<file path="config.mk">
export PLATFORM = sky130hd
export DESIGN_NAME = lutf_cell
export DESIGN_NICKNAME = d
export VERILOG_FILES = /design/src/rtl/lutf_pkg.sv /design/src/rtl/lutf_gate.sv /design/src/rtl/lutf_node.sv /design/src/rtl/lutf_tree.sv /design/src/rtl/lutf_cell.sv
export SDC_FILE = /design/constraint.sdc
export NUM_CORES = 1
export LEC_CHECK = 0
export ABC_AREA = 1
export BUFFER_PORTS_ARGS = -buffer_cell sky130_fd_sc_hd__buf_2
export CAP_MARGIN = 0
export CORE_AREA = 2 2 39 41
export DETAILED_ROUTE_END_ITERATION = 10
export DIE_AREA = 0 0 41 43
export PLACE_DENSITY = 0.89
export SYNTH_ARGS = -nofsm -noshare
export SYNTH_HDL_FRONTEND = slang
export SYNTH_SLANG_ARGS = --single-unit
</file>
<file path="constraint.sdc">
create_clock -name vclk -period 2.8
set_input_delay 0.56 -clock vclk [all_inputs]
set_output_delay 0.56 -clock vclk [all_outputs]
set_load 0.05 [all_outputs]
</file>
<file path="src/rtl/lutf_pkg.sv">
package lutf_pkg;

    // Upper bound on the number of table inputs; sizes the map vector.
    localparam int MAX_PINS = 16;
    localparam int MAP_W    = 2 * MAX_PINS;

    // Per-pin gating kind, two bits per pin in the map vector.
    typedef enum logic [1:0] {
        GATE_NONE = 2'd0,
        GATE_AND  = 2'd1,
        GATE_OR   = 2'd2
    } gate_kind_e;

    // One select or data value carried in true and complemented form.
    typedef struct packed {
        logic t;
        logic f;
    } rail_t;

    function automatic gate_kind_e pin_kind(logic [MAP_W-1:0] map, int pin);
        return gate_kind_e'(map[2*pin +: 2]);
    endfunction

    // Number of gated pins strictly below 'pin': the mode bit index of 'pin'.
    function automatic int gated_below(logic [MAP_W-1:0] map, int pin);
        int cnt = 0;
        for (int p = 0; p < pin; p++)
            if (map[2*p +: 2] != 2'd0) cnt++;
        return cnt;
    endfunction

    // Count of map entries carrying the unused code 3 within the first k pins.
    function automatic int bad_codes(logic [MAP_W-1:0] map, int k);
        int cnt = 0;
        for (int p = 0; p < k; p++)
            if (map[2*p +: 2] == 2'd3) cnt++;
        return cnt;
    endfunction

endpackage

</file>
<file path="src/rtl/lutf_gate.sv">
module lutf_gate
    import lutf_pkg::*;
#(
    parameter gate_kind_e KIND = GATE_AND
) (
    input  logic  din,
    input  logic  msel,
    input  logic  msel_n,
    output rail_t q
);

    generate
        if (KIND == GATE_AND) begin : g_and
            // mode bit low pins the select to 0
            assign q.t = din & msel;
            assign q.f = ~din | msel_n;
        end else begin : g_or
            // mode bit high pins the select to 1
            assign q.t = din | msel;
            assign q.f = ~din & msel_n;
        end
    endgenerate

endmodule

</file>
<file path="src/rtl/lutf_node.sv">
module lutf_node
    import lutf_pkg::*;
(
    input  rail_t s,
    input  rail_t d0,
    input  rail_t d1,
    output rail_t y
);

    // Dual-rail 2:1 selection: each rail picks its own data through the select pair.
    assign y.t = (s.t & d1.t) | (s.f & d0.t);
    assign y.f = (s.t & d1.f) | (s.f & d0.f);

endmodule

</file>
<file path="src/rtl/lutf_tree.sv">
module lutf_tree
    import lutf_pkg::*;
#(
    parameter int K = 4
) (
    input  rail_t [K-1:0]      sel,
    input  logic  [2**K-1:0]   tt,
    input  logic  [2**K-1:0]   tt_n,
    output rail_t              root,
    output rail_t              lo_half,
    output rail_t              hi_half
);

    localparam int ENTRIES = 1 << K;
    localparam int NODES   = 2 * ENTRIES - 1;

    // Heap-ordered nodes: index 0 is the root, leaves start at ENTRIES-1.
    rail_t node [NODES];

    generate
        for (genvar j = 0; j < ENTRIES; j++) begin : g_leaf
            assign node[ENTRIES-1+j] = '{t: tt[j], f: tt_n[j]};
        end

        // Depth d is steered by input K-1-d, so pin 0 chooses between adjacent leaves.
        for (genvar d = 0; d < K; d++) begin : g_lvl
            for (genvar n = 0; n < (1 << d); n++) begin : g_nd
                localparam int IDX = (1 << d) - 1 + n;
                lutf_node u_node (
                    .s  (sel[K-1-d]),
                    .d0 (node[2*IDX+1]),
                    .d1 (node[2*IDX+2]),
                    .y  (node[IDX])
                );
            end
        end
    endgenerate

    assign root    = node[0];
    assign lo_half = node[1];
    assign hi_half = node[2];

endmodule

</file>
<file path="src/rtl/lutf_cell.sv">
module lutf_cell
    import lutf_pkg::*;
#(
    parameter int                K        = 4,
    parameter int                MODE_W   = 2,
    parameter bit                SPLIT    = 1'b1,
    parameter logic [MAP_W-1:0]  GATE_MAP = 32'h0000_0060,
    localparam int               ENTRIES  = 1 << K,
    localparam int               OUT_W    = SPLIT ? 3 : 1
) (
    input  logic [K-1:0]        lut_in,
    input  logic [ENTRIES-1:0]  tt_bits,
    input  logic [ENTRIES-1:0]  tt_bits_n,
    input  logic [MODE_W-1:0]   msel,
    input  logic [MODE_W-1:0]   msel_n,
    output logic [OUT_W-1:0]    lut_out,
    output logic [OUT_W-1:0]    lut_out_n
);

    localparam int USED_BITS = gated_below(GATE_MAP, K);
    localparam int BAD_CODES = bad_codes(GATE_MAP, K);

    // Configuration consistency is settled at elaboration.
    generate
        if (K < 2 || K > MAX_PINS) begin : g_bad_k
            $error("lutf_cell: K=%0d outside 2..%0d", K, MAX_PINS);
        end
        if (USED_BITS != MODE_W) begin : g_bad_width
            $error("lutf_cell: map gates %0d pins but MODE_W=%0d", USED_BITS, MODE_W);
        end
        if (BAD_CODES != 0) begin : g_bad_code
            $error("lutf_cell: map holds %0d unsupported pin codes", BAD_CODES);
        end
    endgenerate

    rail_t [K-1:0] sel;
    rail_t         root, lo_half, hi_half;

    generate
        for (genvar p = 0; p < K; p++) begin : g_pin
            localparam gate_kind_e KIND = pin_kind(GATE_MAP, p);
            localparam int         MI   = gated_below(GATE_MAP, p);
            if (KIND == GATE_NONE) begin : g_wire
                assign sel[p] = '{t: lut_in[p], f: ~lut_in[p]};
            end else begin : g_gated
                lutf_gate #(.KIND(KIND)) u_gate (
                    .din    (lut_in[p]),
                    .msel   (msel[MI]),
                    .msel_n (msel_n[MI]),
                    .q      (sel[p])
                );
            end
        end
    endgenerate

    lutf_tree #(.K(K)) u_tree (
        .sel     (sel),
        .tt      (tt_bits),
        .tt_n    (tt_bits_n),
        .root    (root),
        .lo_half (lo_half),
        .hi_half (hi_half)
    );

    assign lut_out[0]   = root.t;
    assign lut_out_n[0] = root.f;

    generate
        if (SPLIT) begin : g_split
            assign lut_out[1]   = lo_half.t;
            assign lut_out_n[1] = lo_half.f;
            assign lut_out[2]   = hi_half.t;
            assign lut_out_n[2] = hi_half.f;
        end
    endgenerate

endmodule

</file>
==> results.yml <==
setup_path:
  critical_path_depth: 10
  crit_family: "buffers and inverters"
  crit_path_cell_trace: "buf_2 > inv_4 > nand2_1 > nand3_1 > nand2_1 > nand2_1 > nand2_2 > nand2_1 > nand2_1 > buf_2"
  end_kind: "primary output"
  critPathMaxFanout: 17
  slowest_stage: "buf_2"
  max_stage_delay_ns: 0.28
  cpMostUsedCell: "nand2_1"
  startpoint_type: "input port"
  crit_buf_inv: 3
  critPathKind: "input port to primary output"
  critPathRequiredTime_ns: 2.24
  cp_data_arrival_time_ns: 1.74
sta:
  hold-worst-slack_ns: 1.58
  finalWorstSetupSlack_ns: 0.503
  setup_viol: 0
  relSlewSlack_pct: 78.7
  period_share_pct: 82.0
  hold_viol_final: 0
  worst_slew_pin_slew_ns: 0.319
  setup_tns_ns: 0
  slew_viol_final: 0
  fin_crit_ns: 2.30
  rsz0062_at_grt: "false"
  fmax_ghz: 0.435
synth:
  synthAdderAreaFrac_pct: 0
  yosysTopAreaCell: "nand2_1"
  ys_types: 10
  yosys_warnings: 0
  ys_seq_area_share_pct: 0
  ys_top_cells_by_count: "nand2_1, inv_1, nand3_1"
  synth-compound-area-share_pct: 0
  syn_inst: 119
  synthMuxAreaShare_pct: 0
  synth_fp_nets: 159
  synth_area_leaders: "nand2_1, inv_1, nand3_1"
  syn_area_um2: 517
  yosysMostFrequentCell: "nand2_1"
  synthSimpleGateAreaFrac_pct: 65.9
  synthXorXnorAreaFrac_pct: 0
  syn_area_per_cell_um2: 4.34
  synth_top_family_by_area: "simple AND/OR/NAND/NOR gates"
  netlist.area_leader.share_pct: 36.3
global_routing:
  grt_start_max_net_pins: 18
  grt_pass1_vias: 599
  grt_pass1_wl_um: 2130
  grt_overflow: 0
  grt_usage_pct: 16.0
  antenna_found_initial: 0
placed_design:
  pre_cts_slack_ns: 0.507
  place_congestion: 0.741
  hpwl_um: 1140
  io_buffers: 46
  dpl_cell_area_um2: 732
job:
  maxCapViolCount: 0
layout:
  drive_gt1_share_pct: 36.0
  seq_area_um2: 0
  clock_buffers: 0
  final_nets: 203
  fin_util_pct: 52.9
  stdcell_area_um2: 732
  syn2layout_area_growth_pct: 41.6
  n_antenna_cell: 0
  seq_cells: 0
drt:
  via_per_inst: 4.26
  num_vias: 754
  ant_nets: 0
  drc: 0
  wirelength_um: 1360
  drtIter0Drc: 4
  first_pass_iters: 4
  wl_per_cell_um: 7.71
min_path:
  hp-class: "input port to primary output"
  holdPathStages: 5
power:
  netSwitchingFraction_pct: 64.6
  powerDensity_nw_per_um2: 192
  irDropWorstVdd_mv: 0.115
  clkPwrFrac_pct: 0
  cellLeakagePower_nw: 0.579
  p_seq_share_pct: 0
  comb_power_share_pct: 100.0
  p_int_w: 0.0000498
  p_sw_w: 0.0000907
outcome:
  status: "complete, no violations"
clock_network:
  cts_hold_buf: 0
  postCtsSetupBuffers: 0
  ctsResizeCount: 0
floorplanning:
  die_width_um: 41
  coreArea_um2: 1380
  dieHeight_um: 43
  io_pins: 46
  dieArea_um2: 1760
  rows: 14
  initial_core_util_pct: 37.3
[cell type report]
cell class	instances	area, um^2
fill	158	652
timing repair buffer	46	230
tap	16	20.0
multi-input combinational	78	340
inverter	37	141
[through the flow]
| stage | instances | total power [W] |
|---|---|---|
| final | 177 | 0.000140 |
| after global routing | 177 | 0.000155 |
| after CTS | 177 | 0.000141 |
| after detailed placement | 177 | 0.000141 |
| after global placement | 177 | 0.000138 |
| after floorplan | 119 | 0.000100 |
[kinds of logic after synthesis]
| family | count (synthesis) |
|---|---|
| and+or+nand+nor | 78 |
| buffers and inverters | 41 |
[power by group through the flow]
stage	Clock (W)	Sequential, W	Combinational (W)
final	0	0	0.000140
after floorplan	0	0	0.000100
after CTS	0	0	0.000141
after global placement	0	0	0.000138
after global routing	0	0	0.000155
after detailed placement	0	0	0.000141
[cell usage in the layout (no fill, tap or decap)]
cell / count
or2_2: 1
inv_1: 36
buf_2: 46
nor2_1: 1
inv_4: 1
nand3_1: 16
nand2_2: 10
nand2_1: 50
[worst min-delay path, delay by kind of cell]
family	cells	cell delay (ns)
simple gates	3	0.17
buf+inv	2	0.29
[worst paths after layout]
path	from	to	slack [ns]
hold / removal	lut_in[3]	lut_out_n[0]	1.58
setup / recovery	lut_in[0]	lut_out[0]	0.50
[per-layer routing]
metal | GRT usage (%) | up-vias | part of all wire, %
met2 | 28.1 | 21 | 51
met4 | 2.00 | 0 | 1.2
met5 | 0 | - | 0
met1 | 21.2 | 314 | 41
li1 | - | 417 | -
met3 | 0 | 2 | 6.4
Note: power is estimated with default switching activity, not from simulation.
